==> src/rtl/smadd_pkg.sv <==
package smadd_pkg;

    typedef enum logic {
        SIGN_POS = 1'b0,
        SIGN_NEG = 1'b1
    } sign_e;

    localparam int unsigned DEF_WIDTH = 9;

endpackage

==> src/rtl/sm_to_oc.sv <==
module sm_to_oc
    import smadd_pkg::*;
#(
    parameter int unsigned W = DEF_WIDTH
) (
    input  logic [W-1:0] sm_i,
    output logic [W-1:0] oc_o
);
    localparam int unsigned M = W - 1;

    typedef struct packed {
        sign_e        sign;
        logic [M-1:0] mag;
    } word_t;

    word_t in_w;
    word_t out_w;

    always_comb begin
        in_w       = word_t'(sm_i);
        out_w.sign = in_w.sign;
        out_w.mag  = in_w.mag ^ {M{in_w.sign == SIGN_NEG}};
        oc_o       = out_w;
    end

endmodule

==> src/rtl/oc_adder.sv <==
module oc_adder
    import smadd_pkg::*;
#(
    parameter int unsigned W = DEF_WIDTH
) (
    input  logic [W-1:0] x_i,
    input  logic [W-1:0] y_i,
    output logic [W-1:0] s_o,
    output logic         ovf_o
);
    logic [W:0] first_sum;
    logic [W:0] wrapped_sum;
    logic       wrap_bit;

    always_comb begin
        first_sum   = {1'b0, x_i} + {1'b0, y_i};
        wrap_bit    = first_sum[W];
        wrapped_sum = {1'b0, first_sum[W-1:0]} + {{W{1'b0}}, wrap_bit};
        s_o         = wrapped_sum[W-1:0];
        ovf_o       = (x_i[W-1] == y_i[W-1]) && (s_o[W-1] != x_i[W-1]);
    end

    // the fed-back carry never wraps a second time
    always_comb begin
        assert_single_wrap_R1: assert (wrapped_sum[W] == 1'b0)
            else $error("end-around add produced a second carry");
    end

endmodule

==> src/rtl/oc_to_sm.sv <==
module oc_to_sm
    import smadd_pkg::*;
#(
    parameter int unsigned W = DEF_WIDTH
) (
    input  logic [W-1:0] oc_i,
    output logic [W-1:0] sm_o
);
    localparam int unsigned M = W - 1;

    typedef struct packed {
        sign_e        sign;
        logic [M-1:0] mag;
    } word_t;

    word_t raw;
    word_t res;

    always_comb begin
        raw     = word_t'(oc_i);
        res.mag = raw.mag ^ {M{raw.sign == SIGN_NEG}};
        if (res.mag == '0) res.sign = SIGN_POS;
        else               res.sign = raw.sign;
        sm_o    = res;
    end

endmodule

==> src/rtl/sm_oc_adder.sv <==
module sm_oc_adder
    import smadd_pkg::*;
#(
    parameter int unsigned N = DEF_WIDTH
) (
    input  logic [N-1:0] a_i,
    input  logic [N-1:0] b_i,
    output logic [N-1:0] sum_o,
    output logic         ovf_o
);
    localparam int unsigned M = N - 1;
    localparam logic [N-1:0] NEG_ZERO = {1'b1, {M{1'b0}}};

    logic [N-1:0] a_oc;
    logic [N-1:0] b_oc;
    logic [N-1:0] s_oc;

    sm_to_oc #(.W(N)) u_conv_a (.sm_i(a_i), .oc_o(a_oc));
    sm_to_oc #(.W(N)) u_conv_b (.sm_i(b_i), .oc_o(b_oc));

    oc_adder #(.W(N)) u_add (
        .x_i  (a_oc),
        .y_i  (b_oc),
        .s_o  (s_oc),
        .ovf_o(ovf_o)
    );

    oc_to_sm #(.W(N)) u_back (.oc_i(s_oc), .sm_o(sum_o));

    always_comb begin
        if (a_i[N-1] != b_i[N-1]) begin
            assert_no_overflow_R3: assert (!ovf_o)
                else $error("overflow flagged on mixed-sign operands");
        end
        assert_no_negzero_R2: assert (sum_o != NEG_ZERO)
            else $error("negative zero on output");
        if (a_i == NEG_ZERO) begin
            assert_negzero_in_R4: assert (!ovf_o && sum_o == ((b_i == NEG_ZERO) ? '0 : b_i))
                else $error("negative-zero operand not treated as zero");
        end
        if (!ovf_o && a_i[N-1] == b_i[N-1] && sum_o[M-1:0] != '0) begin
            assert_same_sign_R6: assert (sum_o[N-1] == a_i[N-1])
                else $error("sign lost on same-sign addition");
        end
    end

endmodule

==> config.mk <==
export PLATFORM = sky130hd
export DESIGN_NAME = sm_oc_adder
export DESIGN_NICKNAME = d
export VERILOG_FILES = /design/src/rtl/smadd_pkg.sv /design/src/rtl/sm_to_oc.sv /design/src/rtl/oc_adder.sv /design/src/rtl/oc_to_sm.sv /design/src/rtl/sm_oc_adder.sv
export SDC_FILE = /design/constraint.sdc
export NUM_CORES = 1
export LEC_CHECK = 0
export CAP_MARGIN = 20
export CORE_AREA = 8 8 55 57
export DETAILED_ROUTE_END_ITERATION = 7
export DIE_AREA = 0 0 63 65
export GPL_ROUTABILITY_DRIVEN = 0
export PLACE_DENSITY = 0.76
export SYNTH_ARGS = -nofsm -noshare
export SYNTH_HDL_FRONTEND = slang
export SYNTH_SLANG_ARGS = --single-unit
==> constraint.sdc <==
create_clock -name vclk -period 5.65
set_input_delay 1.13 -clock vclk [all_inputs]
set_output_delay 1.13 -clock vclk [all_outputs]
set_load 0.1 [all_outputs]
==> results.toml <==
[run_status]
status = "finished, final reports clean"

[finish]
design.seq.count = 0
drive_gt1_frac = 0.391
syn_to_final_growth_pct = 88.8
nNetsFinal = 188
seqCellArea_um2 = 0
final_cell_mix = "xor2_1, buf_4, clkdlybuf4s50_1, buf_12, ha_1"
final_common_cell = "xor2_1"
fillers = 116
layout.cells.non_filler = 184
clockBufferCount = 0
diodes = 0

[critical_path]
cp.arrival_ns = 4.38
max_stage_delay_ns = 0.41
crit_top_cell = "nand3_1"
critPathLaunchType = "input pin"
cp.required_ns = 4.52
startpoint = "a_i[4]"
crit_end = "sum_o[8]"
path_cells = "clkdlybuf4s50_1 > xor2_1 > ha_1 > nand3_2 > nor2b_4 > nor3_4 > o21ai_2 > o21ai_1 > nand2b_1 > ha_2 > buf_4 > nand3_1 > clkinv_1 > nand3_1 > nor3_1 > o211ai_1 > mux2_4 > buf_12"
critical_path_class = "input pin to output pin"
cp.depth = 18
cpMaxStageDelayCell = "clkdlybuf4s50_1"
crit_fanout = 5
endpoint_kind = "output pin"
critPathTopFamily = "simple AND/OR/NAND/NOR gates"
critical_path_buf_inv_count = 4

[place]
place_ws_ns = -0.0773
port_buffers = 28
dp_cells = 174
hpwlAfterDp_um = 2150

[drt]
vias_per_cell = 5.13
wire_per_inst_um = 14.4
drtIter0Drc = 9
ant_nets = 0
drcViolationCount = 0
via_count = 944
totalWireLength_um = 2650
firstDrtPassIters = 4

[global_routing]
grt_antenna_before_repair = 0
grt_pass1_wl_um = 4330
track_usage = 0.121
grt_max_degree = 8
grt_overflow = 0
first_global_vias = 977

[timing]
finalCriticalPeriod_ns = 5.51
hold_viol = 0
fmax_mhz = 182
setup_viol = 0
tightest_slew_ns = 0.522
fin_crit_sh = 0.975
relSlewSlack = 0.650
finalMaxSlewViolations = 0
fin_ws_ns = 0.144

[synthesis]
yosysSeqAreaShare = 0
synth_top_area_frac = 0.210
netlist_instances = 112
synth_cell_types = 33
synth_area_um2 = 917
syn_nets = 142
synth.largest_area_cell = "xor2_1"
synth.avg_cell_area_um2 = 8.19
ys_top_cells_by_area = "xor2_1, ha_1, xnor2_1, xnor2_4, a21oi_1"
synth_warnings = 0

[die]
pin_count = 28
fp.dieW_um = 63
rows = 17
die_y_um = 65
start_util = 0.427
die-area_um2 = 4100
core-area_um2 = 2150

[flow_run]
cap_violations = 0

[hold_path]
hold_path.class = "input pin to output pin"
-- metal layers --
| metal | global-route usage | wire, um | vias to the layer above |
|---|---|---|---|
| li1 | - | - | 483 |
| met1 | 0.131 | 1060 | 438 |
| met2 | 0.251 | 1500 | 19 |
| met3 | 0.00515 | 46 | 4 |
| met4 | 0.0228 | 42 | 0 |
| met5 | 0 | 0 | - |
-- Yosys cell counts, types with 3 or more instances --
cell type   n
o21ai_0     3
a21o_1      3
a21oi_1     6
nor3_1      4
nand3_1     5
xor2_1     22
nor2_1      7
xnor2_1    13
nand2_1     7
nor2b_1     4
ha_1       11
-- through the flow --
stage	instance area, um2	hold slack [ns]	utilization	setup TNS, ns
after floorplan	1150	2.82	-	-0.0216
after global placement	1600	3.41	0.746	0
after detailed placement	1600	3.44	0.746	-0.331
after CTS	1650	3.40	0.766	0
after global routing	1730	3.18	0.806	-0.0178
final	1730	3.15	0.806	0
-- layout make-up --
cell class | instances | area, um2 | area share
multi-input combinational | 107 | 1130 | 0.651
inverter | 1 | 3.75 | 0.00217
timing repair buffer | 48 | 566 | 0.327
tap | 28 | 35.0 | 0.0202
-- what timing repair did --
| item | 4_1_cts | 5_1_grt |
|---|---|---|
| pin swaps | 5 | 14 |
| setup buffers | 5 | 5 |
| gates cloned | 0 | 0 |
| hold buffers | 0 | 0 |
| gates resized for setup | 4 | 11 |
| setup endpoints to repair | 8 | 9 |
-- cell families (layout without fill, tap and decap cells) --
logic type / Yosys count / count (layout) / share of synthesized area
and+or+nand+nor: 33 / 33 / 0.192
muxes: 2 / 2 / 0.0286
AOI/OAI and AO/OA: 23 / 23 / 0.190
buffers and inverters: 5 / 49 / 0.0232
xor gates and xnor gates: 37 / 37 / 0.394
adders and majority gates: 12 / 12 / 0.172
-- worst min-delay path by stage --
stage               slack [ns]        to  depth (start not counted)    from
floorplan                 2.82     ovf_o                          3  a_i[8]
global placement          3.41  sum_o[0]                          6  a_i[0]
detailed placement        3.44  sum_o[0]                          6  a_i[0]
CTS                       3.40  sum_o[0]                          7  b_i[8]
global route              3.18     ovf_o                          6  a_i[8]
finish                    3.15     ovf_o                          6  a_i[8]
Power is not shown: default switching activity piles up to over one toggle a cycle in this logic, so the estimate is an artifact.
